## config.mk

```make
export PLATFORM = sky130hd
export DESIGN_NAME = reset_cause_ctrl
export DESIGN_NICKNAME = d
export VERILOG_FILES = /design/src/rtl/rstc_pkg.sv /design/src/rtl/rstc_sync.sv /design/src/rtl/rstc_release.sv /design/src/rtl/rstc_cause.sv /design/src/rtl/reset_cause_ctrl.sv
export SDC_FILE = /design/constraint.sdc
export NUM_CORES = 1
export LEC_CHECK = 0
export ABC_AREA = 1
export BUFFER_PORTS_ARGS = -buffer_cell sky130_fd_sc_hd__clkbuf_2
export CORE_UTILIZATION = 35
export CTS_BUF_LIST = sky130_fd_sc_hd__clkbuf_4
export DETAILED_ROUTE_END_ITERATION = 7
export GPL_TIMING_DRIVEN = 0
export PLACE_DENSITY_LB_ADDON = 0.3
export SLEW_MARGIN = 15
export SYNTH_ARGS = -nofsm -noshare
export SYNTH_HDL_FRONTEND = slang
export SYNTH_HIERARCHICAL = 1
export SYNTH_SLANG_ARGS = --single-unit
```

## constraint.sdc

```tcl
create_clock -name clk -period 1.95 [get_ports clk]
set_input_delay 0.4875 -clock clk [delete_from_list [all_inputs] [get_ports clk]]
set_output_delay 0.4875 -clock clk [all_outputs]
set_load 0.005 [all_outputs]
```

## src/rtl/rstc_pkg.sv

```systemverilog
package rstc_pkg;
    localparam int NUM_SRC = 5;
    localparam int BIT_PIN = 0;
    localparam int BIT_POR = 1;
    localparam int BIT_BOR = 2;
    localparam int BIT_WDT = 3;
    localparam int BIT_SW  = 4;

    typedef logic [NUM_SRC-1:0] cause_t;

    localparam cause_t POR_ONLY = cause_t'(1 << BIT_POR);
endpackage

```

## src/rtl/rstc_sync.sv

```systemverilog
// Multi-stage synchroniser with asynchronous reset to a chosen level.
module rstc_sync #(
    parameter int STAGES  = 2,
    parameter bit RST_VAL = 1'b0
) (
    input  logic clk,
    input  logic arst,
    input  logic din,
    output logic dout
);
    typedef struct packed {
        logic [STAGES-1:0] sh;
    } sync_st_t;

    sync_st_t sync_d, sync_q;

    always_comb begin
        sync_d = sync_q;
        for (int i = STAGES - 1; i > 0; i--) begin
            sync_d.sh[i] = sync_q.sh[i-1];
        end
        sync_d.sh[0] = din;
    end

    always_ff @(posedge clk or posedge arst) begin
        if (arst) begin
            sync_q <= '{sh: {STAGES{RST_VAL}}};
        end else begin
            sync_q <= sync_d;
        end
    end

    assign dout = sync_q.sh[STAGES-1];
endmodule

```

## src/rtl/rstc_release.sv

```systemverilog
// Async assertion, synchronised release, then a stretch of STRETCH cycles.
module rstc_release #(
    parameter int STAGES  = 2,
    parameter int STRETCH = 16
) (
    input  logic clk,
    input  logic arst,
    output logic rst_n
);
    localparam int CNT_W = $clog2(STRETCH + 1);

    typedef struct packed {
        logic [CNT_W-1:0] cnt;
        logic             rel;
    } rel_st_t;

    rel_st_t rel_d, rel_q;
    logic    sync_ok;

    rstc_sync #(.STAGES(STAGES), .RST_VAL(1'b0)) u_sync (
        .clk  (clk),
        .arst (arst),
        .din  (1'b1),
        .dout (sync_ok)
    );

    always_comb begin
        rel_d = rel_q;
        if (sync_ok && !rel_q.rel) begin
            rel_d.cnt = rel_q.cnt + 1'b1;
            if (rel_q.cnt == CNT_W'(STRETCH - 1)) begin
                rel_d.rel = 1'b1;
            end
        end
    end

    always_ff @(posedge clk or posedge arst) begin
        if (arst) begin
            rel_q <= '0;
        end else begin
            rel_q <= rel_d;
        end
    end

    assign rst_n = rel_q.rel;
endmodule

```

## src/rtl/rstc_cause.sv

```systemverilog
// Sticky cause record, reset only by power-on; write-zero-to-clear.
module rstc_cause
    import rstc_pkg::*;
#(
    parameter int DATA_W = 8
) (
    input  logic              clk,
    input  logic              por,
    input  cause_t            ev,
    input  logic              wr,
    input  cause_t            wdata,
    output logic [DATA_W-1:0] rdata
);
    typedef struct packed {
        cause_t cause;
    } cause_st_t;

    cause_st_t cz_d, cz_q;

    always_comb begin
        cz_d = cz_q;
        if (wr) begin
            cz_d.cause = cz_q.cause & wdata;
        end
        // events override a clear in the same cycle
        cz_d.cause = cz_d.cause | ev;
    end

    always_ff @(posedge clk or posedge por) begin
        if (por) begin
            cz_q <= '{cause: POR_ONLY};
        end else begin
            cz_q <= cz_d;
        end
    end

    assign rdata = DATA_W'(cz_q.cause);
endmodule

```

## src/rtl/reset_cause_ctrl.sv

```systemverilog
module reset_cause_ctrl
    import rstc_pkg::*;
#(
    parameter int SYNC_STAGES = 2,
    parameter int STRETCH     = 16,
    parameter int DATA_W      = 8
) (
    input  logic               clk,
    input  logic               por_req_i,
    input  logic               pin_rst_n_i,
    input  logic               bor_req_i,
    input  logic               wdt_req_i,
    input  logic               sw_req_i,
    input  logic               reg_wr_i,
    input  logic [NUM_SRC-1:0] reg_wdata_i,
    output logic [DATA_W-1:0]  reg_rdata_o,
    output logic               sys_rst_n_o,
    output logic               dbg_rst_n_o
);
    localparam int N_ASYNC = 2;
    localparam int A_PIN   = 0;
    localparam int A_BOR   = 1;

    typedef struct packed {
        logic sw_pend;
    } top_st_t;

    top_st_t            top_d, top_q;
    logic               sw_pend;
    logic               sys_arst;
    logic [N_ASYNC-1:0] async_raw;
    logic [N_ASYNC-1:0] async_sync;
    cause_t             events;

    // software request is held until the system reset is seen asserted
    always_comb begin
        top_d = top_q;
        if (sw_req_i) begin
            top_d.sw_pend = 1'b1;
        end else if (!sys_rst_n_o) begin
            top_d.sw_pend = 1'b0;
        end
    end

    always_ff @(posedge clk or posedge por_req_i) begin
        if (por_req_i) begin
            top_q <= '0;
        end else begin
            top_q <= top_d;
        end
    end

    assign sw_pend  = top_q.sw_pend;
    assign sys_arst = por_req_i | ~pin_rst_n_i | bor_req_i | wdt_req_i | sw_pend;

    // asynchronous sources are synchronised before being recorded
    assign async_raw[A_PIN] = ~pin_rst_n_i;
    assign async_raw[A_BOR] = bor_req_i;

    for (genvar g = 0; g < N_ASYNC; g++) begin : g_async
        rstc_sync #(.STAGES(SYNC_STAGES), .RST_VAL(1'b0)) u_sync (
            .clk  (clk),
            .arst (por_req_i),
            .din  (async_raw[g]),
            .dout (async_sync[g])
        );
    end

    always_comb begin
        events          = '0;
        events[BIT_PIN] = async_sync[A_PIN];
        events[BIT_BOR] = async_sync[A_BOR];
        events[BIT_WDT] = wdt_req_i;
        events[BIT_SW]  = sw_pend;
    end

    rstc_release #(.STAGES(SYNC_STAGES), .STRETCH(STRETCH)) u_release (
        .clk   (clk),
        .arst  (sys_arst),
        .rst_n (sys_rst_n_o)
    );

    rstc_sync #(.STAGES(SYNC_STAGES), .RST_VAL(1'b0)) u_dbg (
        .clk  (clk),
        .arst (por_req_i),
        .din  (1'b1),
        .dout (dbg_rst_n_o)
    );

    rstc_cause #(.DATA_W(DATA_W)) u_cause (
        .clk   (clk),
        .por   (por_req_i),
        .ev    (events),
        .wr    (reg_wr_i),
        .wdata (reg_wdata_i),
        .rdata (reg_rdata_o)
    );
endmodule

```

==> Word-level counts from Yosys, hierarchy flattened <==
Index checks and enable logic that the tools add are counted.
Widths: inputs -> output; s select.
{ "totals": {"reg_bits": 20, "in_bits": 12, "out_inout_bits": 10, "elab_cells": 24} }
{ "classes": {"add_sub_neg": 1, "eq_ne": 2, "n_mux": 3, "n_bitwise": 7, "n_reduce_logical": 3} }
{ "op_table": {"columns": ["cell", "n"], "rows": [
  ["$add 5x1->5 const B", 1],
  ["$and 5x5->5", 1],
  ["$eq 5x4->1 const B", 1],
  ["$mux 5", 1],
  ["$or 5x5->5", 1],
  ["$or 1x1->1", 4],
  ["$mux 1", 2],
  ["$ne 2x2->1 const B", 1],
  ["$reduce_and 2->1", 1],
  ["$logic_and 1x1->1", 1],
  ["$logic_not 1->1", 1],
  ["$not 1->1", 1]
]} }

==> Longest topological paths before layout <==
Gate-level depths: netlist of the first run.
{ "depth": {"ltp_word": 5, "depth_mapped": 6, "mapped_depth_nobuf": 6} }

==> Modules after synthesis <==
Netlist of the first run, hierarchy kept.
{ "by_module_without_submodules": {"columns": ["mod", "instances", "cells_each", "area_per_inst_um2", "seq_area_each_um2"], "rows": [
  ["rstc_release", 1, 36, 299.0, 150.1],
  ["rstc_cause", 1, 35, 250.2, 126.4],
  ["rstc_sync", 4, 3, 53.8, 50.0],
  ["reset_cause_ctrl", 1, 10, 66.3, 25.0]
]} }

==> Worst setup path before layout of the first run <==
Ideal clock, no wire load.
{ "synth_timing": {"path_kind": "register -> register", "from": "register u_release/rel_q[2] (netlist name)", "to": "register u_release/rel_q[5] (netlist name)", "setup_time_ns": 0.076, "arrival_ns": 1.046, "required_ns": 1.874, "setup_slack_ns": 0.828, "stages_incl_launch_ff": 6, "n_path_buf": 0, "synth_period_minus_slack_ns": 1.122, "cell_sequence": "dfrtp_1 > ha_1 > inv_1 > nor3_1 > ha_1 > o21ai_1"} }
{ "synth_via": {"elab_chain_cells": 1} }
{ "synth_lines": {"columns": ["item", "line_no", "source"], "rows": [
  ["start: declaration", "rstc_release.sv:17", "rel_st_t rel_d, rel_q;"],
  ["start signal: assignment", "rstc_release.sv:41", "rel_q <= rel_d;"],
  ["$add 5x1->5", "rstc_release.sv:30", "rel_d.cnt = rel_q.cnt + 1'b1;"]
]} }
Every way passes these cells.
A chain may end at the register's enable or synchronous reset.

==> Worst setup path in the final report of the first run <==
{ "layout_timing": {"from": "register u_cause/cz_q[1] (netlist name)", "to": "output port reg_rdata_o[1]"} }
{ "layout_lines": {"columns": ["item", "line_no", "source"], "rows": [
  ["start: declaration", "rstc_cause.sv:18", "cause_st_t cz_d, cz_q;"],
  ["start signal: assignment", "rstc_cause.sv:31", "cz_q <= '{cause: POR_ONLY};"],
  ["start signal: assignment", "rstc_cause.sv:33", "cz_q <= cz_d;"],
  ["end: declaration", "reset_cause_ctrl.sv:16", "output logic [DATA_W-1:0] reg_rdata_o,"]
]} }
No word-level cell between the ends.

==> results of run 1 <==
[worst paths after layout]
path	startpoint	endpoint	slack, ps	cells past startpoint
min in group clk	bor_req_i	g_async[1].u_sync/sync_q[0]$_DFF_PP0_	310	1
max	u_cause/cz_q[1]$_DFF_PP1_	reg_rdata_o[1]	530	1
min reg2reg	sw_pend$_DFFE_PP0P_	u_release/u_sync/sync_q[1]$_DFF_PP0_	340	3
max reg2reg	u_release/rel_q[2]$_DFFE_PP0P_	u_release/rel_q[5]$_DFFE_PP0P_	670	5
max in group asynchronous	sw_pend$_DFFE_PP0P_	u_release/rel_q[3]$_DFFE_PP0P_	1340	3
min	por_req_i	sw_pend$_DFFE_PP0P_	70	2
[metrics by stage]
step	cell area, um2	worst slack (ps)	util [%]
after global routing	1016	485.2	45.49
final	1016	526.0	45.49
after global placement	963.4	737.7	43.14
after detailed placement	963.4	705.8	43.14
after CTS	1016	510.7	45.49
after floorplan	838.3	827.6	-
[state kept, by name, summed over array words and instances, names as in the netlist]
| name | cells |
|---|---|
| u_cause/cz_q | 5 |
| u_release/u_sync/sync_q | 2 |
| sw_pend | 1 |
| g_async.u_sync/sync_q | 4 |
| u_dbg/sync_q | 2 |
| u_release/rel_q | 5 |
| u_release/rst_n | 1 |
[power by group through the flow]
stage	Clock [mW]	Sequential [mW]	Combinational, mW
after global placement	0	0.555	0.218
after floorplan	0	0.551	0.166
after CTS	0.342	0.551	0.234
after global routing	0.361	0.561	0.277
after detailed placement	0	0.559	0.231
final	0.333	0.550	0.233
[per-layer routing]
| layer | track usage, % | vias to the layer above |
|---|---|---|
| met5 | 0 | - |
| met4 | 5.556 | 0 |
| met3 | 1.818 | 2 |
| met2 | 20.44 | 19 |
| met1 | 13.57 | 269 |
| li1 | - | 301 |
[kinds of logic (layout without fill, tap and decap cells)]
logic type,after synthesis,in the layout
xor+xnor,1,1
compound gates,4,4
flops,20,20
simple gates,33,33
other cells,4,6
buf+inv,29,51
fa+ha+maj,2,2
[area by class of cell]
type / count / share of cell area [%]
sequential: 20 / 49.38
tap: 28 / 3.448
buffer: 3 / 2.217
clock buffer: 3 / 2.217
timing repair buffer: 18 / 8.867
clock inverter: 1 / 2.956
multi-input combinational: 46 / 21.31
inverter: 26 / 9.606
[cell usage in the layout, fill, tap and decap left out, drive strengths merged]
cell    instances
nand3           4
bufinv          1
buf             3
nand2          25
o21ai           2
conb            6
ha              2
clkbuf         21
nor3            1
dfstp           1
inv            26
o21bai          1
dfrtp          19
xor2            1
nor2            3
a21o            1
==> summary.txt, run 1 <==
# clock sinks: 20
n_diodes: 0
initial antenna violation count: 0
Cell Chain, Critical Path: clkbuf_2
fmax: 702.2 MHz
1st-iter DRT viols: 14
Max FO, Critical Path: 2
Hold Crit Class: in -> async
Post-DP HPWL: 985.4 um
EDFF count, synth: 0
Post-route DRC: 0
die height: 50.72 um
Mean Syn Cell Area: 8.933 um2
detailed-route wire length: 1274 um
Comb power frac: 20.9%
Synth Area in Simple Gates: 16.27%
Compound-Gate Fraction of Synth Area: 3.012%
switch share: 28.15%
Static Leak: 0.6147 nW
H-Tree Depth: 1
die area: 2573 um2
Synth cell types: 17
post-DR wirelength/cell: 8.786 um
largest area contributor in the netlist: dfrtp_1
RePlAce Congestion: 0.6897
largest cells by area after synthesis: dfrtp_1 57%, nand2_1 11%, inv_1 10%
Power Dens Cells: 1100 nW/um2
fin cells: 145
top-area cell type share of the netlist area: 57.23%
Psw: 0.3145 mW
final period utilization: 73.03%
CTS resizes: 0
total power of the final layout: 1.117 mW
Worst setup SP type: flip-flop
Max Cap Viol: 0
first drt pass iteration count: 4
initial core utilization: 37.20%
GRT Overall Usage: 11.58%
Ports: 22
WP buf/inv: 1
setup violators final: 0
cell with the most instances after synthesis: nand2_1
Synth Flop Type: dfrtp_1
Antenna Nets Post-Route: 0
CP peak stage delay: 540 ps
CORE AREA: 2233 um2
share of layout cells above drive strength 1: 26.50%
Post-synth ARST share: 100.0%
Seq cells post-synth: 20
multiplexer area fraction after synthesis: 0%
Top Layer Used: met4
Sequential Area: 501.7 um2
Worst-path clk slew: 110 ps
Hold Buf Count CTS: 0
Yosys Warn Count: 6
Worst setup EP type: output pin
Synth Area in Adders: 3.012%
XOR/XNOR share of the synthesized area: 1.054%
CP top delay family: flip-flops
Cells after DPL: 141
Crit Path Category: reg -> out
CTS Buf Count: 3
P&R area growth vs syn: 22.29%
Netlist Area Pre-Place: 830.8 um2
vias per inst: 4.076
clock share of power: 29.8%
met2 wire len: 606 um
commonest cells in the synthesized netlist: 24 x nand2_1, 23 x inv_1, 19 x dfrtp_1
Final Hold Viols: 0
Flop pwr share: 49.3%
fin. max-slew vios: 0
gr ovfl total: 0
clock buffer depth: 2
RSZ-0062 raised after global routing: false
Clock Skew: 6.932 ps
footprint of the multi-input gates: 216.5 um2
Seq/Total Area, Yosys: 60.39%
internal power: 0.8028 mW
largest family of logic cells by synthesized area: simple AND/OR/NAND/NOR gates
WHS: 66.07 ps
final worst path period need: 1424 ps
vias in the first global route: 573
IO Port Bufs: 18
outcome: finished, final reports clean
Critical Path RT: 1460 ps
Root Driver: clkbuf_4
Peak VDD IR: 0.5107 mV
largest net degree at the start of global routing: 13
CTS tree: built
setup_tns: 0 ps
FP Rows: 17
vias post-DR: 591
critical path arrival: 940 ps
Worst-Skew Late Latency: 300 ps
M1 WL: 582 um
met3 routed WL: 78 um
Final #Nets: 132
first-pass GRT wire length: 2201 um
Die X: 50.72 um
number of fill cells: 221
cell count after synthesis: 93
Setup Buffers After CTS: 0
slowest stage cell, crit path: dfstp_2
Power figures use the tool's default switching activity.
==> run 2, diff against run 1 <==
==> constraint.sdc (replaced) <==
create_clock -name clk -period 1.35 [get_ports clk]
set_input_delay 0.3375 -clock clk [delete_from_list [all_inputs] [get_ports clk]]
set_output_delay 0.3375 -clock clk [all_outputs]
set_load 0.005 [all_outputs]
==> run 2 against run 1 <==
  * Flip-flop and latch count did not move
  * Cell count increased by 0.69%
  * First-iteration DRC count unchanged
  * Non-clock buffer count up 1
  * Combinational power up 45%
  * Clock power grew 45%
  * Global-route usage grew 0.13 points
  * Wire length up 0.63%
  * Critical endpoint is now u_release/rel_q[5]$_DFFE_PP0P_
==> summary.txt, run 2 (synthesis results as in run 1) <==
outcome: finished, final reports clean
FP Rows: 17 (unchanged)
post-DR wirelength/cell: 8.781 um (about the same)
Final Hold Viols: 0 (unchanged)
fmax: 784.0 MHz
# clock sinks: 20 (unchanged)
Comb power frac: 21.0% (about the same)
Ports: 22 (unchanged)
Worst-Skew Late Latency: 300 ps (about the same)
Psw: 0.4544 mW (+44%)
most common cell after layout, fill and taps aside: nand2_1
initial core utilization: 37.20% (unchanged)
H-Tree Depth: 1 (unchanged)
Crit Path Category: reg -> reg
Hold Crit Class: in -> async
P&R area growth vs syn: 23.49%
final period utilization: 94.48%
RePlAce Congestion: 0.6897 (unchanged)
setup violators final: 0 (unchanged)
CTS Buf Count: 3 (unchanged)
Worst setup SP type: flip-flop
Max FO, Critical Path: 4 (+2)
CTS tree: built
die area: 2573 um2 (unchanged)
Static Leak: 0.6189 nW (+0.68%)
Post-route DRC: 0 (unchanged)
Largest regs: u_cause/cz_q (5), u_release/rel_q (5), g_async.u_sync/sync_q (4)
internal power: 1.161 mW (+45%)
fin. max-slew vios: 0 (unchanged)
vias in the first global route: 580 (+1.2%)
Post-DP HPWL: 985.4 um (unchanged)
CORE AREA: 2233 um2 (unchanged)
dpl ws: 105.8 ps (-600.0 ps)
GRT Overall Usage: 11.71% (+0.13 points)
clock share of power: 29.8% (about the same)
Root Driver: clkbuf_4
Antenna Nets Post-Route: 0 (unchanged)
commonest non-fill, non-tap cells in the layout: 24 x nand2_1, 23 x inv_1, 19 x dfrtp_1
IO Port Bufs: 18 (unchanged)
setup slack after layout: 74.51 ps (-451.5 ps)
die height: 50.72 um (unchanged)
Critical Path RT: 1580 ps (+120 ps)
gr ovfl total: 0 (unchanged)
1st-iter DRT viols: 14 (unchanged)
share of layout cells above drive strength 1: 26.27% (-0.22 points)
Final #Nets: 133 (+0.76%)
initial antenna violation count: 0 (unchanged)
setup_tns: 0 ps (unchanged)
Power Dens Cells: 1575 nW/um2 (+43%)
Flop pwr share: 49.2% (about the same)
detailed-route wire length: 1282 um (+0.63%)
Max Cap Viol: 0 (unchanged)
vias per inst: 4.062 (-0.35%)
critical path arrival: 1510 ps (+570 ps)
Clock Skew: 6.880 ps (-0.05246 ps)
Worst-path clk slew: 120 ps (about the same)
Worst setup EP type: flip-flop
vias post-DR: 593 (+0.34%)
switch share: 28.12% (-0.030 points)
n_diodes: 0 (unchanged)
RSZ-0062 raised after global routing: false
final worst path period need: 1275 ps
clock buffer depth: 2 (unchanged)
Peak VDD IR: 0.7377 mV (+44%)
first-pass GRT wire length: 2228 um (+1.2%)
largest net degree at the start of global routing: 13 (unchanged)
Die X: 50.72 um (unchanged)
first drt pass iteration count: 4 (unchanged)
==> run 2: changes by cell type in the layout (fill, tap and decap cells not counted) <==
| cell | before | now |
|---|---|---|
| dlygate4sd3_1 | 0 | 1 |
==> run 2: routing by layer <==
metal	track usage, %	vias up	share of wire, %
li1	-	303	-
met1	13.95	269	46
met2	20.44	19	47
met3	1.818	2	6.1
met4	5.556	0	0.47
met5	0	-	0
==> run 2: worst max-delay path, stage by stage, from the launching register on <==
cell     delay [ps]
dfrtp_1         400
ha_1            190
inv_1            60
nor3_1          170
ha_1            260
o21ai_1         130
==> run 2: final timing paths <==
kind / cells past startpoint / to / start / slack, ps
worst min register to register: 3 / u_release/u_sync/sync_q[1]$_DFF_PP0_ / sw_pend$_DFFE_PP0P_ / 340
worst max register to register: 5 / u_release/rel_q[5]$_DFFE_PP0P_ / u_release/rel_q[2]$_DFFE_PP0P_ / 70
max in group asynchronous: 5 / u_release/rel_q[3]$_DFFE_PP0P_ / por_req_i / 380
min in group clk: 1 / g_async[1].u_sync/sync_q[0]$_DFF_PP0_ / bor_req_i / 160
worst max-delay path: 5 / u_release/rel_q[5]$_DFFE_PP0P_ / u_release/rel_q[2]$_DFFE_PP0P_ / 70
worst min-delay path: 4 / u_release/u_sync/sync_q[1]$_DFF_PP0_ / wdt_req_i / 20
==> run 2: cell type report <==
class | instances | area, um2
tap | 28 | 35.03
clock inverter | 1 | 30.03
timing repair buffer | 19 | 100.1
clock buffer | 3 | 22.52
buffer | 3 | 22.52
sequential | 20 | 501.7
multi-input combinational | 46 | 216.5
inverter | 26 | 97.59
fill | 220 | 1207
==> run 2: power groups by stage <==
stage | combinational [mW] | clock (mW) | sequential [mW]
after floorplan | 0.240 | 0 | 0.796
final | 0.339 | 0.482 | 0.795
after detailed placement | 0.334 | 0 | 0.808
after CTS | 0.340 | 0.493 | 0.796
after global routing | 0.403 | 0.521 | 0.810
after global placement | 0.316 | 0 | 0.802
==> run 2: through the flow <==
step / hold WS [ps] / power [mW] / std cells / area, um2 / utilization [%]
floorplan: 66.21 / 1.037 / 95 / 838.3 / -
global placement: 225.7 / 1.118 / 141 / 963.4 / 43.14
detailed placement: 235.6 / 1.142 / 141 / 963.4 / 43.14
CTS: 20.69 / 1.629 / 146 / 1026 / 45.94
global route: 67.60 / 1.733 / 146 / 1026 / 45.94
finish: 18.56 / 1.616 / 146 / 1026 / 45.94
==> run 2: timing repair <==
action                                 in CTS  in global routing
hold buffers                                1                  0
gates resized for setup                     0                  0
endpoints found under the hold margin      11                  0
setup buffers                               0                  0
==> run 3, diff against run 2 <==
--- a/config.mk
+++ b/config.mk
@@ -10,6 +10,7 @@
 export CORE_UTILIZATION = 35
 export CTS_BUF_LIST = sky130_fd_sc_hd__clkbuf_4
 export DETAILED_ROUTE_END_ITERATION = 7
+export GPL_ROUTABILITY_DRIVEN = 1
 export GPL_TIMING_DRIVEN = 0
 export PLACE_DENSITY_LB_ADDON = 0.3
 export SLEW_MARGIN = 15
==> constraint.sdc (replaced) <==
create_clock -name clk -period 1.13 [get_ports clk]
set_input_delay 0.2825 -clock clk [delete_from_list [all_inputs] [get_ports clk]]
set_output_delay 0.2825 -clock clk [all_outputs]
set_load 0.005 [all_outputs]
==> run 3 against run 2 <==
  * The run now ends with negative setup slack left
  * Wire length up 8.6%
  * Non-clock buffer count up 6
  * Register-to-register slack worse by 140 ps
  * Clock power up 20%
  * Die area unchanged
  * First-iteration DRC count up 7.1%
  * Worst hold slack worse by 12 ps
  * Critical path depth down 4
  * Sequential power up 18%
  * Global-route usage up 0.84 points
  * Critical path type is now reg -> out
  * Highest routed layer unchanged
==> summary.txt, run 3 (synthesis results as in run 1) <==
vias in the first global route: 601 (+3.6%)
Final Hold Viols: 0 (unchanged)
first-pass GRT wire length: 2380 um (+6.8%)
Crit Path Category: reg -> out
Largest regs: u_cause/cz_q (5), u_release/rel_q (5), g_async.u_sync/sync_q (4)
H-Tree Depth: 1 (unchanged)
fin. max-slew vios: 0 (unchanged)
crit path launch: u_cause/cz_q[1]$_DFF_PP1_
gr ovfl total: 0 (unchanged)
die height: 50.72 um (unchanged)
first drt pass iteration count: 4 (unchanged)
CORE AREA: 2233 um2 (unchanged)
final period utilization: 107.9%
vias post-DR: 613 (+3.4%)
1st-iter DRT viols: 15 (+1)
Clock Skew: 5.975 ps (-0.9050 ps)
RSZ-0062 raised after global routing: true
Post-DP HPWL: 985.4 um (unchanged)
most common cell after layout, fill and taps aside: nand2_1
Ports: 22 (unchanged)
IO Port Bufs: 18 (unchanged)
largest net degree at the start of global routing: 13 (unchanged)
vias per inst: 4.033 (-0.71%)
Root Driver: clkbuf_4
Hold Crit Class: in -> async
WP buf/inv: 1 (unchanged)
Static Leak: 0.6513 nW (+5.2%)
commonest non-fill, non-tap cells in the layout: 24 x nand2_1, 22 x inv_1, 19 x dfrtp_1
Critical Path RT: 850 ps (-730 ps)
Final #Nets: 139 (+4.5%)
share of layout cells above drive strength 1: 31.45% (+5.2 points)
Power Dens Cells: 1931 nW/um2 (+23%)
P&R area growth vs syn: 30.87%
outcome: complete, but fails checks
Worst setup SP type: flip-flop
Cell Chain, Critical Path: clkbuf_2
CTS Buf Count: 3 (unchanged)
Worst-Skew Late Latency: 300 ps (about the same)
Die X: 50.72 um (unchanged)
Max FO, Critical Path: 2 (-2)
FP Rows: 17 (unchanged)
initial antenna violation count: 0 (unchanged)
initial core utilization: 37.20% (unchanged)
GRT Overall Usage: 12.55% (+0.84 points)
die area: 2573 um2 (unchanged)
Peak VDD IR: 1.005 mV (+36%)
clock buffer depth: 2 (unchanged)
critical path arrival: 940 ps (-570 ps)
slowest stage cell, crit path: dfstp_2
Max Cap Viol: 0 (unchanged)
Worst R2R Start: u_release/rel_q[2]$_DFFE_PP0P_
setup violators final: 2 (+2)
utilization after layout: 48.68% (+2.7 points)
post-DR wirelength/cell: 9.158 um (+4.3%)
Worst-path clk slew: 120 ps (about the same)
# clock sinks: 20 (unchanged)
Antenna Nets Post-Route: 0 (unchanged)
CP peak stage delay: 540 ps (+140 ps)
CTS tree: built
failing checks: negative setup slack
RePlAce Congestion: 0.6897 (unchanged)
final worst path period need: 1219 ps
WHS: 6.647 ps (-11.91 ps)
setup slack after layout: -89.30 ps (-163.8 ps)
CP top delay family: flip-flops
Worst setup EP type: output pin
n_diodes: 0 (unchanged)
fmax: 820.1 MHz
detailed-route wire length: 1392 um (+8.6%)
Post-route DRC: 0 (unchanged)
-- run 3: cell types whose count changed in the layout (fill, tap and decap cells not counted) --
cell	before	now
inv_1	23	22
dlygate4sd3_1	1	2
nor3_4	0	1
nor3_1	1	0
ha_1	2	1
buf_4	3	8
inv_2	3	4
ha_2	0	1
-- run 3: final timing paths --
check	cells past startpoint	to	slack, ps
setup / recovery	1	reg_rdata_o[1]	-90
hold / removal	5	u_release/u_sync/sync_q[1]$_DFF_PP0_	7
setup reg to reg	5	u_release/rel_q[5]$_DFFE_PP0P_	-70
hold reg to reg	3	u_release/u_sync/sync_q[1]$_DFF_PP0_	340
max in group asynchronous	5	u_release/rel_q[2]$_DFFE_PP0P_	220
min in group clk	1	g_async[1].u_sync/sync_q[0]$_DFF_PP0_	100
-- run 3: area by class of cell --
| cell class | instances | area (um2) |
|---|---|---|
| Timing Repair Buffer | 25 | 147.6 |
| Multi-Input combinational cell | 46 | 230.2 |
| Tap cell | 28 | 35.03 |
| Clock buffer | 3 | 22.52 |
| Buffer | 3 | 22.52 |
| Inverter | 26 | 97.59 |
| Sequential cell | 20 | 501.7 |
| Clock inverter | 1 | 30.03 |
| Fill cell | 214 | 1146 |
-- run 3: per-stage QoR --
| stage | worst slack, ps | cell area, um2 | TNS (ps) | instances | total power, mW |
|---|---|---|---|---|---|
| 2_1_floorplan | 7.601 | 838.3 | 0 | 95 | 1.238 |
| 3_3_place_gp | -82.26 | 963.4 | -82.26 | 141 | 1.335 |
| 3_5_place_dp | -114.2 | 963.4 | -114.2 | 141 | 1.364 |
| 4_1_cts | -104.3 | 1059 | -145.5 | 149 | 2.019 |
| 5_1_grt | -129.8 | 1087 | -348.4 | 152 | 2.240 |
| 6_report | -89.30 | 1087 | -163.4 | 152 | 2.100 |
-- run 3: what timing repair did --
item,in CTS,in global routing
hold buffers,2,0
endpoints found under the setup margin,4,7
resized for setup,3,1
buffers inserted,2,3
hold endpoints to repair,13,0
pin swaps,0,1
-- run 3: metal layers --
layer  GRT usage, %  wire [um]  share of wire (%)  vias to the layer above
li1               -          -                  -                      314
met1          14.73        618                 44                      274
met2          22.44        688                 49                       23
met3          1.818         77                5.5                        2
met4          5.556          6               0.43                        0
met5              0          0                  0                        -
-- run 3: report_power, final --
group | switching, mW | internal [mW] | total (mW)
sequential | 0.0837 | 0.857 | 0.940
combinational | 0.312 | 0.272 | 0.584
clock | 0.218 | 0.358 | 0.576
